`src/rtl/vtx_pkg.sv`:
```
package vtx_pkg;

  typedef enum logic [1:0] {
    OP_TRN_EVEN = 2'd0,
    OP_TRN_ODD  = 2'd1,
    OP_ZIP_LO   = 2'd2,
    OP_ZIP_HI   = 2'd3
  } vtx_op_e;

  localparam int OP_W = 2;

endpackage

```
`src/rtl/vtx_lane_perm.sv`:
```
module vtx_lane_perm
  import vtx_pkg::*;
#(
  parameter int VEC_W = 128,
  parameter int EW    = 16
) (
  input  logic [VEC_W-1:0] src_a,
  input  logic [VEC_W-1:0] src_b,
  input  vtx_op_e          op,
  output logic [VEC_W-1:0] res
);
  localparam int N    = VEC_W / EW;
  localparam int HALF = N / 2;

  for (genvar p = 0; p < HALF; p++) begin : g_pair
    logic [EW-1:0] slot_lo;
    logic [EW-1:0] slot_hi;

    always_comb begin
      unique case (op)
        OP_TRN_EVEN: begin
          slot_lo = src_a[(2*p)*EW +: EW];
          slot_hi = src_b[(2*p)*EW +: EW];
        end
        OP_TRN_ODD: begin
          slot_lo = src_a[(2*p+1)*EW +: EW];
          slot_hi = src_b[(2*p+1)*EW +: EW];
        end
        OP_ZIP_LO: begin
          slot_lo = src_a[p*EW +: EW];
          slot_hi = src_b[p*EW +: EW];
        end
        default: begin
          slot_lo = src_a[(HALF+p)*EW +: EW];
          slot_hi = src_b[(HALF+p)*EW +: EW];
        end
      endcase
    end

    assign res[(2*p)*EW +: EW]   = slot_lo;
    assign res[(2*p+1)*EW +: EW] = slot_hi;
  end

endmodule

```
`src/rtl/vtx_size_select.sv`:
```
module vtx_size_select #(
  parameter int VEC_W     = 128,
  parameter int NUM_SIZES = 3,
  parameter int SIZE_W    = 2
) (
  input  logic [NUM_SIZES-1:0][VEC_W-1:0] cand,
  input  logic [SIZE_W-1:0]               size_code,
  output logic [VEC_W-1:0]                res,
  output logic                            illegal
);

  always_comb begin
    res = '0;
    for (int k = 0; k < NUM_SIZES; k++) begin
      if (int'(size_code) == k) res = cand[k];
    end
  end

  assign illegal = (int'(size_code) >= NUM_SIZES);

endmodule

```
`src/rtl/vtx_out_stage.sv`:
```
module vtx_out_stage #(
  parameter int VEC_W = 128
) (
  input  logic             clk,
  input  logic             rst,
  input  logic             load,
  input  logic             err_in,
  input  logic [VEC_W-1:0] data_in,
  input  logic             out_ready,
  output logic             out_valid,
  output logic [VEC_W-1:0] out_data,
  output logic             out_err
);

  always_ff @(posedge clk) begin
    if (rst) begin
      out_valid <= 1'b0;
      out_err   <= 1'b0;
      out_data  <= '0;
    end else if (load) begin
      out_valid <= 1'b1;
      out_err   <= err_in;
      if (!err_in) out_data <= data_in;
    end else if (out_ready) begin
      out_valid <= 1'b0;
    end
  end

endmodule

```
`src/rtl/vtx_permute_unit.sv`:
```
module vtx_permute_unit
  import vtx_pkg::*;
#(
  parameter int VEC_W     = 128,
  parameter int MIN_EW    = 16,
  parameter int NUM_SIZES = 3,
  parameter int SIZE_W    = 2
) (
  input  logic              clk,
  input  logic              rst,
  input  logic              in_valid,
  output logic              in_ready,
  input  logic [VEC_W-1:0]  src_a,
  input  logic [VEC_W-1:0]  src_b,
  input  logic [OP_W-1:0]   op_sel,
  input  logic [SIZE_W-1:0] size_sel,
  output logic              out_valid,
  input  logic              out_ready,
  output logic [VEC_W-1:0]  out_data,
  output logic              out_err
);

  logic [NUM_SIZES-1:0][VEC_W-1:0] cand;
  logic [VEC_W-1:0]                chosen;
  logic                            bad_size;
  logic                            accept;
  vtx_op_e                         op;

  assign op = vtx_op_e'(op_sel);

  for (genvar k = 0; k < NUM_SIZES; k++) begin : g_size
    vtx_lane_perm #(
      .VEC_W (VEC_W),
      .EW    (MIN_EW << k)
    ) u_perm (
      .src_a (src_a),
      .src_b (src_b),
      .op    (op),
      .res   (cand[k])
    );
  end

  vtx_size_select #(
    .VEC_W     (VEC_W),
    .NUM_SIZES (NUM_SIZES),
    .SIZE_W    (SIZE_W)
  ) u_sel (
    .cand      (cand),
    .size_code (size_sel),
    .res       (chosen),
    .illegal   (bad_size)
  );

  assign in_ready = !out_valid || out_ready;
  assign accept   = in_valid && in_ready;

  vtx_out_stage #(
    .VEC_W (VEC_W)
  ) u_out (
    .clk       (clk),
    .rst       (rst),
    .load      (accept),
    .err_in    (bad_size),
    .data_in   (chosen),
    .out_ready (out_ready),
    .out_valid (out_valid),
    .out_data  (out_data),
    .out_err   (out_err)
  );

endmodule

```
`config.mk`:
```
export PLATFORM = sky130hd
export DESIGN_NAME = vtx_permute_unit
export DESIGN_NICKNAME = d
export VERILOG_FILES = /design/src/rtl/vtx_pkg.sv /design/src/rtl/vtx_lane_perm.sv /design/src/rtl/vtx_size_select.sv /design/src/rtl/vtx_out_stage.sv /design/src/rtl/vtx_permute_unit.sv
export SDC_FILE = /design/constraint.sdc
export NUM_CORES = 1
export LEC_CHECK = 0
export BUFFER_PORTS_ARGS = -buffer_cell sky130_fd_sc_hd__buf_2
export CORE_MARGIN = 4
export CORE_UTILIZATION = 40
export DETAILED_ROUTE_END_ITERATION = 7
export GPL_ROUTABILITY_DRIVEN = 1
export PLACE_DENSITY = 0.64
export SLEW_MARGIN = 20
export SYNTH_ARGS = -nofsm -noshare
export SYNTH_HDL_FRONTEND = slang
export SYNTH_HIERARCHICAL = 1
export SYNTH_SLANG_ARGS = --single-unit
```
`constraint.sdc`:
```
create_clock -name clk -period 1.5 [get_ports clk]
set_clock_uncertainty 0.1 [all_clocks]
set_input_delay 0.225 -clock clk [delete_from_list [all_inputs] [get_ports clk]]
set_output_delay 0.225 -clock clk [all_outputs]
set_load 0.01 [all_outputs]
```
==> out/metrics.yaml <==
synth_top_area_cell: "mux2i_1"
first_pass_iters: 6
synth_top_area_share_pct: 20.0
dieHeight_um: 208
p_leak_nw: 9.42
ys_seq_area_share_pct: 16.2
period_share_pct: 104
coreArea_um2: 39700
required_ns: 1.75
ys_warn_count: 6
cts_root_buffer: "clkbuf_16"
ys_ff_latch: 130
relSlewSlack_pct: 63.5
gp_congestion: 0.957
dr_total_vias: 17000
clock_power_share_pct: 33.3
finalSetupViolCount: 97
antenna_found_initial: 32
start_util_pct: 40.4
drv_cap: 0
grt_usage_pct: 33.0
hold_path_depth: 3
hp-start: "rst"
core.rowCount: 73
path_cells: "buf_12, buf_12, mux4_2, mux2i_1, o2bb2ai_1, nand4bb_1, o21ai_1"
cellPowerDensity_nw_per_um2: 689
reg2regPathDepth: 7
max-clock-path-buffers: 2
hold_class: "input pin to register"
ios: 395
grt_pass1_vias: 16400
fmax_mhz: 638
vdd_drop_max_uv: 652
synth.area.top_cells: "mux2i_1 (20%), dfxtp_1 (16%), mux2_2 (9.0%)"
synth-edff-count: 0
ant_nets: 0
reg2reg_from: "u_out/out_valid$_SDFFE_PP0P_"
pre_cts_ws_ns: -0.674
rsz0062_at_grt: "yes"
slowest_delay_ns: 0.53
whs_ns: 0.0425
min_period_ns: 1.57
wl_mm: 76.1
via_per_inst: 5.91
io_buffers: 394
min_to: "u_out/out_data[10]$_SDFFE_PP0P_"
synthFlopType: "dfxtp_1"
die_area_um2: 43400
clkSinkCount: 130
internal-power_w: 0.00958
nNetsFinal: 2580
seqPwrFrac_pct: 26.1
syn_area_um2: 16000
worst_slack_ns: -0.0668
status: "finished with violations"
drt_iter0_markers: 1567
drc: 0
drive_gt1_share_pct: 42.5
synthesis.instances: 1752
switching_share_pct: 34.7
wire_per_inst_um: 26.4
die_w_um: 208
h-tree-depth: 4
crit_arrival_ns: 1.81
dp_hpwl_mm: 60.0
worst_setup_path_start_kind: "input pin"
synth.distinct_cells: 25
regToRegEndpoint: "u_out/out_data[50]$_SDFFE_PP0P_"
cts_buffers: 17
finalMaxSlewViolations: 0
path_clk_slew_ns: 0.07
violations: "negative setup slack"
rrSetupSlack_ns: -0.06
critPathKind: "input pin to register"
path_max_fanout: 49
grt_max_degree: 87
synthToLayoutAreaGrowth_pct: 32.7
mappedNetlistNets: 2016
crit_top_cell: "buf_12"
syn_area_per_cell_um2: 9.16
switchingPower_w: 0.00509
critPathSlowestCell: "mux4_2"
hold_viol: 0
grt.overflow.total: 0
cts_tree: "yes"
insertion_delay_ns: 0.46
tightest_slew_ns: 0.542
grt_first_pass_wirelength_mm: 109
end_kind: "register"
synthArstFlopShare_pct: 0
power_frac_comb_pct: 40.7
==> worst max-delay path, delay by kind of cell <==
| family | cells | cell delay, ns |
|---|---|---|
| mux | 2 | 0.75 |
| buf+inv | 2 | 0.43 |
| compound gates | 2 | 0.22 |
| simple gates | 1 | 0.14 |
==> power groups by stage <==
stage / Clock, W / Combinational [W] / Sequential [W]
final: 0.00488 / 0.00596 / 0.00383
after global routing: 0.00505 / 0.00631 / 0.00384
after CTS: 0.00494 / 0.00578 / 0.00382
after detailed placement: 0 / 0.00573 / 0.00389
after global placement: 0 / 0.00567 / 0.00389
after floorplan: 0 / 0.00314 / 0.00395
==> cell usage in the layout, fill, tap and decap left out, drive strengths merged <==
master	netlist	layout
buf	147	744
mux2i	321	321
o21ai	224	224
nand2b	130	130
dfxtp	130	130
mux2	128	128
nand4bb	128	128
o2bb2ai	128	128
nor2	97	97
a21oi	97	97
nand2	96	96
mux4	64	64
clkbuf	57	24
diode	0	23
clkinv	0	5
bufinv	0	5
and2	2	2
nor2b	2	2
clkinvlp	0	1
bufbuf	0	1
inv	1	1
dlygate4sd3	0	1
==> cells in the mapped netlist (64+ instances only) <==
master	number
mux2i_1	321
o21ai_1	184
dfxtp_1	130
nand2b_1	129
mux2_2	128
nand4bb_1	128
o2bb2ai_1	128
a21oi_1	97
nor2_1	97
nand2_1	96
buf_2	74
mux4_2	64
==> state kept, by name, indices dropped and copies added, names as in the netlist <==
register / cells
u_out/out_err: 1
u_out/out_valid: 1
u_out/out_data: 128
==> per-stage QoR <==
stage | TNS (ns) | instance area [um^2] | instances | power (W) | utilization [%]
floorplan | -0.572 | 16100 | 1752 | 0.00710 | -
global placement | -43.96 | 20300 | 2804 | 0.00955 | 51.0
detailed placement | -45.94 | 20300 | 2804 | 0.00962 | 51.0
CTS | -0.945 | 21000 | 2838 | 0.0145 | 52.9
global route | -6.54 | 21300 | 2867 | 0.0152 | 53.5
finish | -2.94 | 21300 | 2877 | 0.0147 | 53.6
==> routing by layer <==
metal / wire (um) / vias up / GRT usage [%]
li1: - / 7812 / -
met1: 31500 / 8227 / 43.0
met2: 35000 / 786 / 52.7
met3: 5950 / 157 / 6.86
met4: 3510 / 20 / 14.9
met5: 124 / - / 0
==> timing repair <==
action / CTS / global route
gates cloned: 1 / 4
setup endpoints to repair: 103 / 124
gates resized for setup: 9 / 16
setup buffers: 0 / 12
endpoints found under the hold margin: 1 / 0
pin swaps: 0 / 1
hold buffers: 1 / 0
==> worst max-delay path by stage <==
stage	start	to	slack (ns)	cells past startpoint
2_1_floorplan	op_sel[0]	u_out/out_data[41]$_SDFFE_PP0P_	-0.02	7
3_3_place_gp	op_sel[0]	u_out/out_data[56]$_SDFFE_PP0P_	-0.65	8
3_5_place_dp	op_sel[0]	u_out/out_data[56]$_SDFFE_PP0P_	-0.67	8
4_1_cts	u_out/out_valid$_SDFFE_PP0P_	u_out/out_data[126]$_SDFFE_PP0P_	-0.03	5
5_1_grt	u_out/out_valid$_SDFFE_PP0P_	u_out/out_data[123]$_SDFFE_PP0P_	-0.09	7
6_report	op_sel[0]	u_out/out_data[76]$_SDFFE_PP0P_	-0.07	7
==> cell type report <==
| type | instances | area (um^2) |
|---|---|---|
| antenna | 23 | 57.6 |
| clock buffer | 21 | 460 |
| clock inverter | 11 | 183 |
| fill | 3681 | 18400 |
| inverter | 1 | 3.75 |
| multi-input combinational | 1417 | 11900 |
| sequential | 130 | 2610 |
| tap | 525 | 657 |
| timing repair buffer | 749 | 5430 |
==> cells by family (layout without fill, tap and decap cells) <==
| group | count (synthesis) | after routing | synth area share (%) |
|---|---|---|---|
| AOI/OAI and AO/OA | 449 | 449 | 17.0 |
| buffers and inverters | 205 | 782 | 9.98 |
| DFF | 130 | 130 | 16.2 |
| muxes | 513 | 513 | 38.0 |
| other | 0 | 23 | 0 |
| and+or+nand+nor | 455 | 455 | 18.8 |
No activity file was read; power rests on OpenSTA's default activity.
